`config.mk`:
```
export PLATFORM = sky130hd
export DESIGN_NAME = sriov_cap_regs
export DESIGN_NICKNAME = d
export VERILOG_FILES = /design/src/rtl/sriov_cap_pkg.sv /design/src/rtl/sriov_ctrl_regs.sv /design/src/rtl/sriov_pgsize_reg.sv /design/src/rtl/sriov_vfbar_regs.sv /design/src/rtl/sriov_cap_regs.sv
export SDC_FILE = /design/constraint.sdc
export NUM_CORES = 1
export LEC_CHECK = 0
export ABC_CLOCK_PERIOD_IN_PS = 2500
export CORE_MARGIN = 2
export CORE_UTILIZATION = 45
export CTS_BUF_LIST = sky130_fd_sc_hd__clkbuf_16
export DETAILED_ROUTE_END_ITERATION = 10
export DONT_BUFFER_PORTS = 1
export PLACE_DENSITY_LB_ADDON = 0.05
export SLEW_MARGIN = 15
export SYNTH_ARGS = -nofsm -noshare
export SYNTH_HDL_FRONTEND = slang
export SYNTH_HIERARCHICAL = 1
export SYNTH_SLANG_ARGS = --single-unit
```
`constraint.sdc`:
```
create_clock -name clk_i -period 2.5 [get_ports clk_i]
set_input_delay 0.625 -clock clk_i [delete_from_list [all_inputs] [get_ports clk_i]]
set_output_delay 0.625 -clock clk_i [all_outputs]
set_load 0.01 [all_outputs]
```
`src/rtl/sriov_cap_pkg.sv`:
```
package sriov_cap_pkg;
  localparam int unsigned CAP_DW    = 16;
  localparam int unsigned DW_HDR    = 0;
  localparam int unsigned DW_CTRL   = 2;
  localparam int unsigned DW_VFCNT  = 3;
  localparam int unsigned DW_NUMVF  = 4;
  localparam int unsigned DW_RID    = 5;
  localparam int unsigned DW_DEVID  = 6;
  localparam int unsigned DW_SUPPG  = 7;
  localparam int unsigned DW_SYSPG  = 8;
  localparam int unsigned DW_BAR0   = 9;

  localparam int unsigned CTRL_VFE  = 0;
  localparam int unsigned CTRL_MSE  = 3;
  localparam int unsigned CTRL_ARI  = 4;

  localparam logic [15:0] EXT_CAP_ID = 16'h0010;
  localparam logic [3:0]  CAP_VER    = 4'h1;

  function automatic logic [31:0] masked_wr(input logic [31:0] old_v,
                                            input logic [31:0] wd,
                                            input logic [31:0] mask,
                                            input logic [3:0]  be);
    logic [31:0] lane;
    for (int b = 0; b < 4; b++) lane[b*8 +: 8] = {8{be[b]}};
    return (old_v & ~(mask & lane)) | (wd & mask & lane);
  endfunction

  function automatic logic is_mem64(input logic [7:0] ty, input logic [5:0] lg);
    return (lg != 6'd0) && !ty[0] && (ty[2:1] == 2'b10);
  endfunction

  // upper half of a 64-bit BAR takes the high dword of the previous slot's mask
  function automatic logic [31:0] bar_wmask(input logic [7:0] ty, input logic [5:0] lg,
                                            input logic [7:0] pty, input logic [5:0] plg,
                                            input logic has_prev);
    logic [63:0] m;
    if (has_prev && is_mem64(pty, plg)) begin
      m = ~((64'd1 << plg) - 64'd1);
      return m[63:32];
    end
    if (lg == 6'd0) return 32'h0;
    m = ~((64'd1 << lg) - 64'd1);
    if (ty[0]) return m[31:0] & 32'hFFFF_FFFC;
    return m[31:0] & 32'hFFFF_FFF0;
  endfunction
endpackage

```
`src/rtl/sriov_ctrl_regs.sv`:
```
module sriov_ctrl_regs
  import sriov_cap_pkg::*;
#(
  parameter logic [15:0] TOTAL_VFS = 16'd8
) (
  input  logic        clk_i,
  input  logic        rst_ni,
  input  logic        flr_i,
  input  logic        ctrl_we_i,
  input  logic        num_we_i,
  input  logic [3:0]  be_i,
  input  logic [31:0] wdata_i,
  output logic [31:0] ctrl_q_o,
  output logic [31:0] num_q_o
);
  logic [31:0] ctrl_q, num_q, ctrl_mask, num_mask;
  logic        vfe_q;

  assign vfe_q = ctrl_q[CTRL_VFE];

  always_comb begin
    ctrl_mask = '0;
    ctrl_mask[CTRL_MSE] = 1'b1;
    ctrl_mask[CTRL_ARI] = 1'b1;
    ctrl_mask[CTRL_VFE] = vfe_q || (num_q[15:0] <= TOTAL_VFS);
    num_mask  = vfe_q ? 32'h0 : 32'h0000_FFFF;
  end

  always_ff @(posedge clk_i or negedge rst_ni) begin
    if (!rst_ni) begin
      ctrl_q <= '0;
      num_q  <= '0;
    end else if (flr_i) begin
      ctrl_q <= '0;
      num_q  <= '0;
    end else begin
      if (ctrl_we_i) ctrl_q <= masked_wr(ctrl_q, wdata_i, ctrl_mask, be_i);
      if (num_we_i)  num_q  <= masked_wr(num_q, wdata_i, num_mask, be_i);
    end
  end

  assign ctrl_q_o = ctrl_q;
  assign num_q_o  = num_q;
endmodule

```
`src/rtl/sriov_pgsize_reg.sv`:
```
module sriov_pgsize_reg
  import sriov_cap_pkg::*;
#(
  parameter logic [31:0] SUP_PGSIZE = 32'h0000_0553
) (
  input  logic        clk_i,
  input  logic        rst_ni,
  input  logic        flr_i,
  input  logic        we_i,
  input  logic [3:0]  be_i,
  input  logic [31:0] wdata_i,
  output logic [31:0] pg_q_o
);
  logic [31:0] pg_q;

  always_ff @(posedge clk_i or negedge rst_ni) begin
    if (!rst_ni)      pg_q <= 32'h1;
    else if (flr_i)   pg_q <= 32'h1;
    else if (we_i)    pg_q <= masked_wr(pg_q, wdata_i, SUP_PGSIZE, be_i);
  end

  assign pg_q_o = pg_q;
endmodule

```
`src/rtl/sriov_vfbar_regs.sv`:
```
module sriov_vfbar_regs
  import sriov_cap_pkg::*;
#(
  parameter int unsigned            NUM_BARS  = 6,
  parameter logic [NUM_BARS*8-1:0]  BAR_TYPES = '0,
  parameter logic [NUM_BARS*6-1:0]  BAR_LOG2  = '0
) (
  input  logic                     clk_i,
  input  logic                     rst_ni,
  input  logic                     flr_i,
  input  logic [NUM_BARS-1:0]      we_i,
  input  logic [3:0]               be_i,
  input  logic [31:0]              wdata_i,
  output logic [NUM_BARS-1:0][31:0] bar_o
);
  for (genvar i = 0; i < NUM_BARS; i++) begin : g_bar
    localparam int unsigned PI    = (i > 0) ? i - 1 : 0;
    localparam logic [7:0]  TY    = BAR_TYPES[i*8 +: 8];
    localparam logic [5:0]  LG    = BAR_LOG2[i*6 +: 6];
    localparam logic [31:0] MASK  = bar_wmask(TY, LG, BAR_TYPES[PI*8 +: 8],
                                              BAR_LOG2[PI*6 +: 6], i > 0);
    localparam logic [31:0] RSTV  = (LG != 6'd0) ? {24'h0, TY} : 32'h0;
    logic [31:0] q;

    always_ff @(posedge clk_i or negedge rst_ni) begin
      if (!rst_ni)     q <= RSTV;
      else if (flr_i)  q <= RSTV;
      else if (we_i[i]) q <= masked_wr(q, wdata_i, MASK, be_i);
    end

    assign bar_o[i] = q;
  end
endmodule

```
`src/rtl/sriov_cap_regs.sv`:
```
module sriov_cap_regs
  import sriov_cap_pkg::*;
#(
  parameter int unsigned           ADDR_W      = 6,
  parameter logic [15:0]           TOTAL_VFS   = 16'd8,
  parameter logic [15:0]           INITIAL_VFS = 16'd8,
  parameter logic [15:0]           VF_OFFSET   = 16'd1,
  parameter logic [15:0]           VF_STRIDE   = 16'd1,
  parameter logic [15:0]           VF_DEV_ID   = 16'hA0F1,
  parameter logic [31:0]           SUP_PGSIZE  = 32'h0000_0553,
  parameter int unsigned           NUM_BARS    = 6,
  parameter logic [NUM_BARS*8-1:0] BAR_TYPES   = 48'h00_00_01_00_00_0C,
  parameter logic [NUM_BARS*6-1:0] BAR_LOG2    = {6'd0, 6'd0, 6'd5, 6'd12, 6'd0, 6'd14}
) (
  input  logic              clk_i,
  input  logic              rst_ni,
  input  logic              flr_i,
  input  logic [ADDR_W-1:0] cfg_addr_i,
  input  logic [3:0]        cfg_be_i,
  input  logic [31:0]       cfg_wdata_i,
  input  logic              cfg_we_i,
  output logic [31:0]       cfg_rdata_o,
  output logic              vf_en_o,
  output logic              vf_mse_o,
  output logic              ari_hier_o,
  output logic [15:0]       num_vfs_o,
  output logic [31:0]       sys_pgsize_o
);
  localparam int unsigned BAR_END = DW_BAR0 + NUM_BARS;

  logic [31:0]                ctrl_q, num_q, pg_q;
  logic [NUM_BARS-1:0][31:0]  bar_q;
  logic [NUM_BARS-1:0]        bar_we;
  logic                       ctrl_we, num_we, pg_we;

  assign ctrl_we = cfg_we_i && (cfg_addr_i == ADDR_W'(DW_CTRL));
  assign num_we  = cfg_we_i && (cfg_addr_i == ADDR_W'(DW_NUMVF));
  assign pg_we   = cfg_we_i && (cfg_addr_i == ADDR_W'(DW_SYSPG));

  for (genvar i = 0; i < NUM_BARS; i++) begin : g_bar_we
    assign bar_we[i] = cfg_we_i && (cfg_addr_i == ADDR_W'(DW_BAR0 + i));
  end

  sriov_ctrl_regs #(.TOTAL_VFS(TOTAL_VFS)) ctrl_i (
    .clk_i(clk_i), .rst_ni(rst_ni), .flr_i(flr_i),
    .ctrl_we_i(ctrl_we), .num_we_i(num_we),
    .be_i(cfg_be_i), .wdata_i(cfg_wdata_i),
    .ctrl_q_o(ctrl_q), .num_q_o(num_q)
  );

  sriov_pgsize_reg #(.SUP_PGSIZE(SUP_PGSIZE)) pg_i (
    .clk_i(clk_i), .rst_ni(rst_ni), .flr_i(flr_i), .we_i(pg_we),
    .be_i(cfg_be_i), .wdata_i(cfg_wdata_i), .pg_q_o(pg_q)
  );

  sriov_vfbar_regs #(.NUM_BARS(NUM_BARS), .BAR_TYPES(BAR_TYPES), .BAR_LOG2(BAR_LOG2)) bar_i (
    .clk_i(clk_i), .rst_ni(rst_ni), .flr_i(flr_i), .we_i(bar_we),
    .be_i(cfg_be_i), .wdata_i(cfg_wdata_i), .bar_o(bar_q)
  );

  always_comb begin
    cfg_rdata_o = '0;
    case (cfg_addr_i)
      ADDR_W'(DW_HDR):   cfg_rdata_o = {12'h000, CAP_VER, EXT_CAP_ID};
      ADDR_W'(DW_CTRL):  cfg_rdata_o = ctrl_q;
      ADDR_W'(DW_VFCNT): cfg_rdata_o = {TOTAL_VFS, INITIAL_VFS};
      ADDR_W'(DW_NUMVF): cfg_rdata_o = num_q;
      ADDR_W'(DW_RID):   cfg_rdata_o = {VF_STRIDE, VF_OFFSET};
      ADDR_W'(DW_DEVID): cfg_rdata_o = {VF_DEV_ID, 16'h0};
      ADDR_W'(DW_SUPPG): cfg_rdata_o = SUP_PGSIZE;
      ADDR_W'(DW_SYSPG): cfg_rdata_o = pg_q;
      default: begin
        for (int k = DW_BAR0; k < BAR_END; k++)
          if (cfg_addr_i == ADDR_W'(k)) cfg_rdata_o = bar_q[k - DW_BAR0];
      end
    endcase
  end

  assign vf_en_o      = ctrl_q[CTRL_VFE];
  assign vf_mse_o     = ctrl_q[CTRL_MSE];
  assign ari_hier_o   = ctrl_q[CTRL_ARI];
  assign num_vfs_o    = ctrl_q[CTRL_VFE] ? num_q[15:0] : 16'h0;
  assign sys_pgsize_o = pg_q;
endmodule

```
==> results.txt, run 1 <==
- Final Max Tran Viols: 0
* Number of global-route vias before repair: 6884
* WP data required: 1880 ps
- Each instance of the synthesized netlist takes up on average 9.117 sq um.
* Clock power share: 50.8%
- In the final layout, the share of cells above drive strength 1 is 16.62%.
- Clk buf depth: 2
- 129 I/O pins were placed.
- Type of the tightest min-delay check: in2async
- Cell total after placement: 1335
- For this design the total switching power over the nets is 1.185 mW.
- Die H: 151.8 um
- Final period utilization: 101.5%
* Clock input transition at the sequential cells of the worst setup and hold paths: 60 ps
* Setup-violating endpoint count in the final report: 9
- Final hold analysis gives a worst-case slack of -95.03 ps.
- The clock net in this run drives a total of 124 sinks.
- Internal power consumption: 3.845 mW
- The worst-case IR drop observed on VDD is 0.0003791 V.
* Routed vias: 7256
- Setup slack of the most critical reg-to-reg path: 950 ps
- Critical path origin: cfg_addr_i[4]
* Setup WS pre-CTS: -125.3 ps
* Worst setup SP type: input pin
- In this run the number of H-tree levels came out at 4.
- The number of antenna violations at the first check in global routing came to 0.
- Sequential share of power: 40.1%
- Iteration-0 DRC Markers: 622
- The most critical setup path has its endpoint at cfg_rdata_o[17].
* CTS Root Cell: sky130_fd_sc_hd__clkbuf_16
* Final worst path period need: 2537 ps
- Drt via density: 5.296
* Synth Cell Area: 9828 sq um
- In this run the worst path has a maximum fanout of 14.
* Final setup TNS: -135.5 ps
- Total routed wirelength: 29770 um
* Depth of the worst register-to-register path: 5
- The finished layout holds 1370 standard cells, fillers aside.
- Weighted congestion at the end of routability-driven global placement: 0.8665
- In this run the tool buffered the top-level ports with 0 buffer cells.
- Outcome: finished with violations
- Total Die Area: 23040 sq um
- Wire length of the first global-routing pass: 44020 um
- The initial utilization of the core area, before any placement, comes to 45.46%.
- Yosys warnings: 6
* Clk Latency, worst-skew pair: 420 ps
- Layout net count: 1122
* Critical path class: in2out
- After detailed routing, the average wire length per cell comes to 21.73 um.
* Logic pwr share: 9.1%
- DRC Markers: 0
- Derived from the worst setup path, the maximum achievable clock frequency is 394.2 MHz.
* Fin util: 48.39%
- Power density normalized to cell area: 480.8 nW/um^2
- Synthesis produced a netlist whose cell count is 1078.
- The final count of hold timing violations is 121.
- The endpoint identified for the worst register-to-register timing path is ctrl_i/num_q_o[4].
* TritonCTS clock tree: built
- The floorplan step set the die width to 151.8 um.
- For this run the aggregate overflow at the end of global routing stands at 0.
- PnR worst setup slack: -36.94 ps
* Final HPWL DP: 21180 um
- All-Layer GR Usage: 26.14%
- Leakage power: 4.977 nW
- The startpoint identified for the worst register-to-register timing path is ctrl_i/ctrl_q_o[0].
- Relative to the synthesized area, the layout overhead comes to 6.442%.
- Placeable core area: 21620 sq um
- The first TritonRoute pass finished after 5 iterations.
- In this run the core area contains 54 standard-cell rows.
- Setup repair after global routing could not meet its margin everywhere.
- For the worst setup path, the data arrival time is 1910 ps.
- Largest net degree at the start of global routing: 152
- In this run switching power makes up 23.55% of total power.
- MaxCap Viol Count: 0
- Worst Max-Slew Pin Slew: 628.3 ps
* Clock tree skew after final layout: 3.745 ps
* Violations in the final reports: negative hold slack, negative setup slack
- Clock buffer count from CTS: 17
- Post-route ant nets: 0
- STA classifies the critical path endpoint as an output port.
* Remaining max-slew budget at the tightest pin: 56.91%
==> critical path: stages <==
cell	delay [ps]
sky130_fd_sc_hd__or4b_4	640
sky130_fd_sc_hd__buf_12	210
sky130_fd_sc_hd__a211oi_2	180
sky130_fd_sc_hd__a21oi_2	60
sky130_fd_sc_hd__o21ai_2	200
==> state kept, by name, summed over array words and instances, names as in the netlist <==
register / flops
bar_i/g_bar.q: 99
pg_i/pg_q_o: 6
ctrl_i/ctrl_q_o: 3
ctrl_i/num_q_o: 16
==> timing repair <==
item / in CTS / in global routing
resized for setup: 12 / 17
hold endpoints to repair: 121 / 121
endpoints found under the setup margin: 27 / 26
pin swaps: 4 / 3
setup buffers: 0 / 1
gates cloned: 1 / 0
==> stage by stage <==
| step | total power, mW | instance area [sq um] |
|---|---|---|
| detailed placement | 2.480 | 9707 |
| global placement | 2.486 | 9707 |
| global route | 5.204 | 10460 |
| floorplan | 2.657 | 10520 |
| CTS | 5.069 | 10380 |
| finish | 5.029 | 10460 |
==> layout by cell type, fill, tap and decap left out, types with 7 or more instances in the layout <==
master,count
sky130_fd_sc_hd__a211oi_1,8
sky130_fd_sc_hd__a211oi_2,22
sky130_fd_sc_hd__a21oi_1,92
sky130_fd_sc_hd__a221oi_1,7
sky130_fd_sc_hd__a222oi_1,13
sky130_fd_sc_hd__and2_1,26
sky130_fd_sc_hd__buf_4,61
sky130_fd_sc_hd__clkbuf_16,17
sky130_fd_sc_hd__conb_1,163
sky130_fd_sc_hd__dfrtp_1,121
sky130_fd_sc_hd__mux2i_1,144
sky130_fd_sc_hd__nand2_1,22
sky130_fd_sc_hd__nand2b_1,140
sky130_fd_sc_hd__nand3_1,11
sky130_fd_sc_hd__nand3b_1,9
sky130_fd_sc_hd__nor2_1,32
sky130_fd_sc_hd__nor3_1,29
sky130_fd_sc_hd__o21ai_0,22
sky130_fd_sc_hd__o21ai_2,22
sky130_fd_sc_hd__o22a_1,7
sky130_fd_sc_hd__or3_1,9
==> cell type report <==
| class | count | area [sq um] |
|---|---|---|
| antenna | 1 | 2.502 |
| inverter | 2 | 7.507 |
| clock buffer | 17 | 425.4 |
| timing repair buffer | 66 | 558.0 |
| fill | 2115 | 11160 |
| sequential | 124 | 3107 |
| clock inverter | 15 | 180.2 |
| tap | 280 | 350.3 |
| multi-input combinational | 865 | 5831 |
==> how the worst min path moves through the flow <==
stage                           endpoint  slack [ps]  cells past startpoint
floorplan           bar_i/g_bar[0].q[14]         330                      0
global placement    bar_i/g_bar[1].q[27]         340                      0
detailed placement  bar_i/g_bar[1].q[27]         340                      0
CTS                 bar_i/g_bar[1].q[27]        -110                      0
global route        bar_i/g_bar[1].q[30]        -110                      0
finish              bar_i/g_bar[1].q[26]        -100                      0
==> power by group through the flow <==
stage                     Clock [mW]  Combinational [mW]  Sequential, mW
final                           2.55               0.458            2.02
after global placement             0               0.434            2.05
after global routing            2.69               0.500            2.02
after CTS                       2.62               0.436            2.02
after detailed placement           0               0.428            2.05
after floorplan                    0               0.606            2.05
==> routing by layer <==
metal,vias up,track usage [%],wire length [um]
met2,214,35.23,12130
met1,3536,42.54,15400
li1,3492,-,-
met4,0,4.630,235
met3,14,5.449,2002
met5,-,0,0
(Power assumes the default switching activity.)
==> inputs of run 2 (changes only) <==
- SETUP_SLACK_MARGIN: default -> 0.15
==> run 2 against run 1 <==
  * The flow still finishes with violations (negative hold slack, negative setup slack)
  * Clock power shrank 5%
  * Via count shrank 2.1%
  * Register-to-register slack lost 150 ps
  * Worst hold slack gained 2.7 ps
  * Sequential share of layout area is essentially flat
  * Critical endpoint is now cfg_rdata_o[14]
  * Clock skew grew 0.60 ps
  * Non-clock buffer count shrank 10
  * Critical path type unchanged
  * Clock-buffer cell count is the same
  * Fmax shrank 5.9%
  * Flip-flop and latch count is the same
==> results.txt, run 2 (synthesis gave the netlist of run 1 again) <==
- The run finished, with violations left.
- Violations in the final reports: negative hold slack, negative setup slack
- The TritonCTS buffer count came to 17 (unchanged).
- TritonCTS built the clock tree.
* Total routed wirelength: 27270 um (-8.4%)
- Logic pwr share: 9.3% (+0.2 points)
* Maximum frequency from static timing analysis: 370.8 MHz (-5.9%)
- Final worst path period need: 2697 ps (+159.6 ps)
- Type of the tightest min-delay check: in2async
* Setup-violating endpoint count in the final report: 29 (+20)
- Number of global-route vias before repair: 6719 (-2.4%)
- Placeable core area: 21620 sq um (unchanged)
* Final antenna diode count: 0 (-1)
* I/O Pins: 129 (unchanged)
* Peak per-stage delay on the critical path: 470 ps (-170 ps)
- The ratio of cells with drive above 1 in the final layout came to 17.63% (+1.0 points).
* Layout overhead on the synthesized area: 6.276%
- Most common cell after layout, fill and taps aside: sky130_fd_sc_hd__conb_1
- The wire length of the first global-routing pass is 40990 um (-6.9%).
- The number of instances in the placed design is 1323 (-0.90%).
- Post-route ant nets: 0 (unchanged)
- Power density normalized to cell area: 467.2 nW/um^2 (-2.8%)
- The critical-path maximum fanout was 127 (+113).
- The max-cap check violation count was 0 (unchanged).
* Clk Latency, worst-skew pair: 420 ps (about the same)
- The routed length on met2 is 11630 um (-4.1%).
- The half-perimeter wire length of the detailed placement result came to 18510 um (-13%).
- Clock input transition at the sequential cells of the worst setup and hold paths: 60 ps (about the same)
- Overflow after GRT: 0 (unchanged)
- Fin. Hold Viols: 121 (unchanged)
* Average routed wire per standard cell: 20.08 um (-7.6%)
- Detailed-routing wirelength on met1: 13640 um (-11%)
- The data required time at the worst endpoint was 1880 ps (about the same).
- More flip-flops sit in one register than any other, and that register is bar_i/g_bar.q.
- Sequential share of power: 41.3% (+1.2 points)
- Horizontal die dimension: 151.8 um (unchanged)
- The switching power came to 1.286 mW (+8.5%).
- The standby leakage power came to 4.905 nW (-1.4%).
- Max reg flops: 99 (unchanged)
* Routed length on met3: 1589 um (-21%)
* PnR worst setup slack: -196.6 ps (-159.6 ps)
- DRC Markers: 0 (unchanged)
- The overall die height is 151.8 um (unchanged).
- The number of DRC markers after the initial detailed-route iteration came to 508 (-18%).
- Level count of the clock H-tree: 4 (unchanged)
* All-Layer GR Usage: 23.67% (-2.5 points)
- The via count came to 7103 (-2.1%).
* Worst path arrival time: 2070 ps (+160 ps)
- The internal power summed over all cells came to 3.594 mW (-6.5%).
- Critical path, cell by cell: inv_2 > o311a_1 > a2111oi_2 > buf_4 > a21oi_1 > buf_4
* Clock power share: 49.4% (-1.4 points)
* Largest net degree at the start of global routing: 152 (unchanged)
* Most frequent cell on the critical path: sky130_fd_sc_hd__buf_4
- The routability congestion estimate is 0.8145 (-6.0%).
- Final Max Tran Viols: 0 (unchanged)
* Type of element capturing the critical path: output port
- STA classifies the critical path startpoint as an input pin.
* Highest metal layer used by the detailed router: met4
- The starting density of the core is 45.46% (unchanged).
- The average via count per standard cell came to 5.230 (-1.2%).
* Layout net count: 1111 (-0.98%)
* Final period utilization: 107.9% (+6.4 points)
- The worst slew slack as a fraction of its limit came to 59.59% (+2.7 points).
- The post-route clock skew is 4.342 ps (+0.5969 ps).
- The number of standard cells in the layout, taps in and fillers out came to 1358 (-0.88%).
- The number of antenna violations at the first check in global routing came to 0 (unchanged).
- Tightest hold margin: -92.35 ps (+2.686 ps)
- Worst Max-Slew Pin Slew: 606.2 ps (-22.12 ps)
* Setup repair after global routing missed its margin: true
- Cell row count: 54 (unchanged)
- Slowest-stage cell, CP: sky130_fd_sc_hd__o311a_1
- Setup WS pre-CTS: -245.3 ps (-120.0 ps)
- Clk buf depth: 2 (unchanged)
* Critical path class: in2out
- Number of port buffers: 0 (unchanged)
* Total Die Area: 23040 sq um (unchanged)
- The fraction of power spent switching nets is 26.35% (+2.8 points).
- Final-layout fill cell count: 2101 (-0.66%)
- The top cell types in the final layout, fill and taps aside, are sky130_fd_sc_hd__conb_1, sky130_fd_sc_hd__mux2i_1, sky130_fd_sc_hd__nand2b_1.
* Cell type group with the largest total delay on the critical path: compound AO/OA/AOI/OAI gates
* Final setup TNS: -2794 ps (-2659 ps)
- CTS Root Cell: sky130_fd_sc_hd__clkbuf_16
* Count of buffer and inverter cells on the critical path: 3 (+2)
* Number of sinks driven by the clock tree: 124 (unchanged)
* Worst voltage drop across the vdd grid: 0.0004695 V (+24%)
- First-pass DRT Iterations: 5 (unchanged)
[run 2: changes by cell type in the layout (fill, tap and decap cells not counted), moves of 2 or more]
cell / change
sky130_fd_sc_hd__a2111oi_1: -2
sky130_fd_sc_hd__bufinv_16: -3
sky130_fd_sc_hd__nor3_1: -3
sky130_fd_sc_hd__clkinvlp_4: +2
sky130_fd_sc_hd__buf_4: -13
sky130_fd_sc_hd__a21oi_1: -12
sky130_fd_sc_hd__inv_6: +5
sky130_fd_sc_hd__a21oi_2: +12
sky130_fd_sc_hd__nor3_2: +3
sky130_fd_sc_hd__clkinv_2: -5
sky130_fd_sc_hd__buf_12: +2
sky130_fd_sc_hd__a2111oi_0: -2
sky130_fd_sc_hd__a2111oi_2: +4
[run 2: area by class of cell]
type                            count  area, sq um  share of cell area [%]
Inverter                            2        7.507                 0.07187
Clock buffer                       17        425.4                   4.073
Sequential cell                   124         3107                   29.74
Multi-Input combinational cell    864         5903                   56.52
Timing Repair Buffer               56        511.7                   4.899
Clock inverter                     15        140.1                   1.342
Tap cell                          280        350.3                   3.354
[run 2: path summary, 6_finish.rpt]
| path | slack (ps) | start | to | depth (start not counted) |
|---|---|---|---|---|
| min in group clk_i | 260 | flr_i | ctrl_i/num_q_o[9] | 1 |
| min | -90 | rst_ni | bar_i/g_bar[1].q[16] | 0 |
| min reg2reg | 530 | bar_i/g_bar[3].q[26] | bar_i/g_bar[3].q[26] | 2 |
| max in group asynchronous | 2300 | rst_ni | pg_i/pg_q_o[0] | 0 |
| max reg2reg | 800 | ctrl_i/ctrl_q_o[0] | ctrl_i/num_q_o[11] | 3 |
| max | -200 | cfg_addr_i[0] | cfg_rdata_o[14] | 6 |
[run 2: metal layers]
metal | track usage, % | vias to the layer above
li1 | - | 3459
met1 | 35.69 | 3441
met2 | 34.77 | 175
met3 | 4.731 | 28
met4 | 5.417 | 0
met5 | 0 | -
[run 2: per-stage QoR]
stage	total power, mW	instance area (sq um)	hold slack [ps]	util (%)
finish	4.880	10450	-92.35	48.31
global route	5.071	10450	-112.3	48.31
CTS	4.924	10390	-116.9	48.04
detailed placement	2.473	9681	338.1	44.77
global placement	2.474	9681	339.3	44.77
floorplan	2.661	10550	329.4	-
[run 2: repair_timing]
action,CTS,global route
gates resized for setup,32,10
pin swaps,4,4
endpoints found under the setup margin,29,31
buffers inserted,2,1
cloned,0,0
hold endpoints to repair,121,121
[run 2: worst reg2reg max path: stages (launching register included)]
cell	delay, ps
sky130_fd_sc_hd__dfrtp_1	610
sky130_fd_sc_hd__nand3b_1	610
sky130_fd_sc_hd__mux2i_1	310
sky130_fd_sc_hd__nor2_1	50
[run 2: power groups by stage]
stage	clock (mW)	combinational, mW	sequential, mW
final	2.41	0.456	2.02
after global routing	2.55	0.503	2.01
after CTS	2.47	0.440	2.01
after detailed placement	0	0.421	2.05
after global placement	0	0.423	2.05
after floorplan	0	0.610	2.05
